File: config.mk
export PLATFORM = sky130hd
export DESIGN_NAME = bcd_scan_mux
export DESIGN_NICKNAME = d
export VERILOG_FILES = /design/src/rtl/bcd_scan_pkg.sv /design/src/rtl/du_edge_sync.sv /design/src/rtl/result_latch.sv /design/src/rtl/scan_seq.sv /design/src/rtl/bcd_scan_mux.sv
export SDC_FILE = /design/constraint.sdc
export NUM_CORES = 1
export LEC_CHECK = 0
export CAP_MARGIN = 40
export CORE_MARGIN = 1
export CORE_UTILIZATION = 40
export DETAILED_ROUTE_END_ITERATION = 10
export PLACE_DENSITY = 0.66
export SLEW_MARGIN = 20
export SYNTH_ARGS = -nofsm -noshare
export SYNTH_HDL_FRONTEND = slang
export SYNTH_HIERARCHICAL = 1
export SYNTH_SLANG_ARGS = --single-unit
File: constraint.sdc
create_clock -name clk_i -period 2.58 [get_ports clk_i]
set_clock_uncertainty 0.1 [all_clocks]
set_input_delay 0.774 -clock clk_i [delete_from_list [all_inputs] [get_ports clk_i]]
set_output_delay 0.774 -clock clk_i [all_outputs]
set_load 0.05 [all_outputs]
File: src/rtl/bcd_scan_pkg.sv
package bcd_scan_pkg;
  localparam int BCD_W = 4;

  typedef struct packed {
    logic             half;
    logic             sign;
    logic             over;
    logic [BCD_W-1:0] d2;
    logic [BCD_W-1:0] d1;
    logic [BCD_W-1:0] d0;
  } result_t;
endpackage

File: src/rtl/du_edge_sync.sv
module du_edge_sync #(
  parameter int STAGES = 2
) (
  input  logic clk_i,
  input  logic rst_ni,
  input  logic async_i,
  output logic rise_o
);
  logic [STAGES:0] sr_q;

  always_ff @(posedge clk_i or negedge rst_ni) begin
    if (!rst_ni) sr_q <= '0;
    else         sr_q <= {sr_q[STAGES-1:0], async_i};
  end

  assign rise_o = sr_q[STAGES-1] & ~sr_q[STAGES];
endmodule

File: src/rtl/result_latch.sv
module result_latch
  import bcd_scan_pkg::*;
(
  input  logic    clk_i,
  input  logic    rst_ni,
  input  result_t res_i,
  input  logic    rise_i,
  input  logic    ramp_i,
  input  logic    conv_end_i,
  output result_t res_o,
  output logic    load_o
);
  logic    pend_q;
  logic    qual;
  result_t res_q;

  assign qual   = rise_i & ~ramp_i;
  assign load_o = conv_end_i & (pend_q | qual);

  always_ff @(posedge clk_i or negedge rst_ni) begin
    if (!rst_ni)         pend_q <= 1'b0;
    else if (conv_end_i) pend_q <= 1'b0;
    else if (qual)       pend_q <= 1'b1;
  end

  always_ff @(posedge clk_i or negedge rst_ni) begin
    if (!rst_ni)     res_q <= '0;
    else if (load_o) res_q <= res_i;
  end

  assign res_o = res_q;

  p_hold_r5: assert property (@(posedge clk_i) disable iff (!rst_ni)
    !load_o |=> $stable(res_q));

  p_ignore_ramp_r6: assert property (@(posedge clk_i) disable iff (!rst_ni)
    (!pend_q && ramp_i && !conv_end_i) |=> !pend_q);

  p_pend_clear_r5: assert property (@(posedge clk_i) disable iff (!rst_ni)
    conv_end_i |=> !pend_q);
endmodule

File: src/rtl/scan_seq.sv
module scan_seq #(
  parameter int NUM_SEL    = 4,
  parameter int SLOT_CLKS  = 20,
  parameter int BLANK_CLKS = 2
) (
  input  logic                       clk_i,
  input  logic                       rst_ni,
  input  logic                       restart_i,
  output logic [$clog2(NUM_SEL)-1:0] slot_o,
  output logic                       act_o,
  output logic [NUM_SEL-1:0]         dsel_o
);
  localparam int PW = $clog2(SLOT_CLKS);
  localparam int SW = $clog2(NUM_SEL);
  localparam logic [PW-1:0] POS_LAST  = PW'(SLOT_CLKS - 1);
  localparam logic [PW-1:0] POS_BLANK = PW'(BLANK_CLKS);
  localparam logic [PW-1:0] POS_PRE   = PW'(BLANK_CLKS - 1);
  localparam logic [SW-1:0] SLOT_LAST = SW'(NUM_SEL - 1);

  logic [PW-1:0] pos_q;
  logic [SW-1:0] slot_q;

  always_ff @(posedge clk_i or negedge rst_ni) begin
    if (!rst_ni) begin
      pos_q  <= '0;
      slot_q <= '0;
    end else if (restart_i) begin
      pos_q  <= POS_PRE;
      slot_q <= '0;
    end else if (pos_q == POS_LAST) begin
      pos_q  <= '0;
      slot_q <= (slot_q == SLOT_LAST) ? '0 : slot_q + 1'b1;
    end else begin
      pos_q  <= pos_q + 1'b1;
    end
  end

  assign act_o  = (pos_q >= POS_BLANK);
  assign slot_o = slot_q;

  for (genvar g = 0; g < NUM_SEL; g++) begin : g_sel
    assign dsel_o[NUM_SEL-1-g] = act_o && (slot_q == SW'(g));
  end

  p_onehot_r1: assert property (@(posedge clk_i) disable iff (!rst_ni)
    $onehot0(dsel_o));

  p_restart_r4: assert property (@(posedge clk_i) disable iff (!rst_ni)
    restart_i |=> (pos_q == POS_PRE) && (slot_q == '0));

  p_slot_wrap_r2: assert property (@(posedge clk_i) disable iff (!rst_ni)
    (pos_q == POS_LAST && !restart_i) |=> (pos_q == '0) && !act_o);

  p_order_r3: assert property (@(posedge clk_i) disable iff (!rst_ni)
    (pos_q == POS_LAST && slot_q != SLOT_LAST && !restart_i)
      |=> slot_q == $past(slot_q) + 1'b1);
endmodule

File: src/rtl/bcd_scan_mux.sv
module bcd_scan_mux
  import bcd_scan_pkg::*;
#(
  parameter int SLOT_CLKS   = 20,
  parameter int BLANK_CLKS  = 2,
  parameter int SYNC_STAGES = 2
) (
  input  logic             clk_i,
  input  logic             rst_ni,
  input  logic             conv_end_i,
  input  logic             ramp_down_i,
  input  logic             disp_upd_i,
  input  logic             half_i,
  input  logic             sign_i,
  input  logic             over_i,
  input  logic [BCD_W-1:0] dig2_i,
  input  logic [BCD_W-1:0] dig1_i,
  input  logic [BCD_W-1:0] dig0_i,
  output logic [BCD_W-1:0] bcd_o,
  output logic [3:0]       dsel_o,
  output logic             eoc_o,
  output logic             over_n_o
);
  localparam int NUM_SEL = 4;
  localparam int SW      = $clog2(NUM_SEL);

  logic          rise;
  logic          load;
  logic          eoc_q;
  logic          act;
  logic [SW-1:0] slot;
  result_t       res_in, res_q;

  assign res_in = '{half: half_i, sign: sign_i, over: over_i,
                    d2: dig2_i, d1: dig1_i, d0: dig0_i};

  du_edge_sync #(.STAGES(SYNC_STAGES)) u_sync (
    .clk_i  (clk_i),
    .rst_ni (rst_ni),
    .async_i(disp_upd_i),
    .rise_o (rise)
  );

  result_latch u_latch (
    .clk_i     (clk_i),
    .rst_ni    (rst_ni),
    .res_i     (res_in),
    .rise_i    (rise),
    .ramp_i    (ramp_down_i),
    .conv_end_i(conv_end_i),
    .res_o     (res_q),
    .load_o    (load)
  );

  scan_seq #(
    .NUM_SEL   (NUM_SEL),
    .SLOT_CLKS (SLOT_CLKS),
    .BLANK_CLKS(BLANK_CLKS)
  ) u_scan (
    .clk_i    (clk_i),
    .rst_ni   (rst_ni),
    .restart_i(conv_end_i),
    .slot_o   (slot),
    .act_o    (act),
    .dsel_o   (dsel_o)
  );

  always_ff @(posedge clk_i or negedge rst_ni) begin
    if (!rst_ni) eoc_q <= 1'b0;
    else         eoc_q <= conv_end_i;
  end

  // half-period pulse: registered strobe gated to the clock-low phase
  assign eoc_o = eoc_q & ~clk_i;

  always_comb begin
    bcd_o = '0;
    if (act) begin
      unique case (slot)
        2'd0:    bcd_o = {1'b0, res_q.sign, 1'b0, res_q.half};
        2'd1:    bcd_o = res_q.d2;
        2'd2:    bcd_o = res_q.d1;
        default: bcd_o = res_q.d0;
      endcase
    end
  end

  assign over_n_o = ~res_q.over;

  p_blank_bus_r1: assert property (@(posedge clk_i) disable iff (!rst_ni)
    (dsel_o == 4'b0000) |-> (bcd_o == '0));

  p_eoc_sel_r4: assert property (@(posedge clk_i) disable iff (!rst_ni)
    (eoc_q && !conv_end_i) |=> (dsel_o == 4'b1000));

  p_over_load_r8: assert property (@(posedge clk_i) disable iff (!rst_ni)
    load |=> (over_n_o != $past(over_i)));
endmodule

==> out/results.md <==
### Global route
- via count of the first global-routing pass: 880
- pin count of the biggest net entering global routing: 28
- antenna violations before repair: 0
- GRT Total Usage: 15.37%
- overall overflow remaining after global route: 0
- global-route wire length before repair: 3926 um

### STA
- count of final max-slew check failures: 0
- minimum clock period: 2.739 ns
- Relative slew margins: 66.54%
- Period Utilization, post-route: 106.2%
- Fmax: 365.1 MHz
- final setup violation count: 8
- fin worst setup slack: -0.1592 ns
- final hold violation count: 0
- worst hold-check slack: 0.2755 ns
- unrepaired setup endpoints after global routing: true
- Worst-Margin Slew: 0.5011 ns

### Yosys
- post-synthesis cell count: 98
- post-synthesis cell area: 0.001336 sq mm
- number of nets produced by synthesis: 124
- count of yosys warnings during synthesis: 6
- Mapped Avg Cell Area: 13.64 sq um

### Floorplan
- core area: 0.003103 sq mm
- Top Ports: 30
- Chip Width: 59.80 um
- Total Die Area: 0.003576 sq mm
- number of rows created at floorplan: 20
- starting utilization of the core area: 43.06%
- die extent in y: 59.80 um

### Cells and area
- fill cell instance count of the final layout: 279
- net total in the final layout: 165
- number of cells in the finished layout apart from fillers: 182
- fraction of layout cells with a size suffix above 1: 39.13%
- number of antenna diodes: 0
- synth-to-layout area growth: 35.95%

### Setup path
- critical path arrival: 1.87 ns
- kind of start point of the critical path: flop
- endpoint class of the critical path: output port
- crit path max fanout: 3
- kind of critical path: reg2out
- setup slack on the worst flop-to-flop path: 1.07 ns
- CP required: 1.71 ns

### Route
- number of remaining DRC errors: 0
- DRT antenna net count: 0
- final wirelength: 2327 um
- via/cell ratio: 4.703
- drt first pass iters: 3
- Detailed Route Iter0 Violations: 12
- average wire per cell in the routed design: 12.79 um
- vias after detailed routing: 856

### Worst hold path
- Hold Path Class: reg2reg

### Clocking
- Hold Buf Count CTS: 0
- later-pin clock latency in the skew report: 0.43 ns
- clock transition at the registers of the reported paths: 0.14 ns
- CTS tree: done

### Power and ir drop
- Worst VDD drop: 0.3275 mV
- static leakage power: 0.8257 nW
- P per Cell Area: 636.7 mW/mm^2

### Status
- violated checks: negative setup slack
- status: finished, violations left

### Run
- max-capacitance violation count: 0

### Place
- routability congestion estimate: 0.6836
- Buffers on Ports: 29
- half-perimeter wire length of the detailed placement result: 1557 um
- number of cells after detailed placement: 173

what timing repair did:
item,in CTS,in global routing
setup buffers,3,0
cloned,0,0
pin swaps,2,2
setup endpoints to repair,10,10
gates resized for setup,24,6
power by group:
group / internal [mW] / leakage [nW] / switching (mW)
logic: 0.181 / 0.458 / 0.140
registers: 0.491 / 0.329 / 0.0394
clock network: 0.127 / 0.0387 / 0.178
total: 0.799 / 0.826 / 0.357
per-stage QoR:
stage	setup TNS (ns)	worst slack, ns	utilization (%)	power, mW	area [sq um]
after floorplan	-0.4196	-0.2027	-	0.7574	1339
after global placement	-0.4479	-0.4479	54.11	0.8663	1679
after detailed placement	-0.4479	-0.4479	54.11	0.8743	1679
after CTS	-1.613	-0.1984	58.35	1.194	1810
after global routing	-1.786	-0.2431	58.55	1.224	1817
final	-1.112	-0.1592	58.55	1.157	1817
per-layer routing:
| layer | vias to the layer above | global-route usage, % | wire length, um |
|---|---|---|---|
| li1 | 413 | - | - |
| met1 | 424 | 19.09 | 1079 |
| met2 | 16 | 22.70 | 1153 |
| met3 | 3 | 4.329 | 69 |
| met4 | 0 | 11.30 | 24 |
| met5 | - | 0 | 0 |
cells in the final DEF, fill, tap and decap left out, types with 4 or more instances in the layout:
cell and instances:
dfrtp_1 26, mux2i_1 4, nor2_1 6, clkbuf_4 5, ha_1 6, mux2_2 6, buf_4 7, mux2_4 9
buf_6 7, inv_1 5, clkdlybuf4s50_1 19
path summary, 6_finish.rpt:
path	startpoint	endpoint	cells after the start
worst min register to register	u_sync/sr_q[0]	u_sync/sr_q[1]	0
worst max-delay path	u_scan/pos_q[2]	bcd_o[2]	5
worst min-delay path	u_sync/sr_q[0]	u_sync/sr_q[1]	0
max in group asynchronous	rst_ni	u_scan/slot_o[0]	2
min in group asynchronous	rst_ni	u_latch/res_o[10]	2
worst max register to register	u_scan/pos_q[1]	u_scan/slot_o[0]	5
critical path, stage by stage (launching register included):
cell and delay [ns]:
dfrtp_1 0.42, or4_4 0.56, nor2_4 0.11, inv_2 0.06
and2_4 0.16, buf_8 0.14
sequential cells by signal, indices dropped and copies added (netlist names):
| register | count |
|---|---|
| eoc_q | 1 |
| u_latch/pend_q | 1 |
| u_latch/res_o | 15 |
| u_scan/pos_q | 5 |
| u_scan/slot_o | 2 |
| u_sync/sr_q | 3 |
area by class of cell:
class                      instances  area (sq um)  area share (%)
timing repair buffer              36         369.1           20.32
multi-input combinational         61         633.1           34.85
sequential                        27         676.9           37.26
inverter                           7         26.28           1.446
tap                               44         55.05           3.030
clock buffer                       7         56.30           3.099
Note: power is estimated with default switching activity, not from simulation.
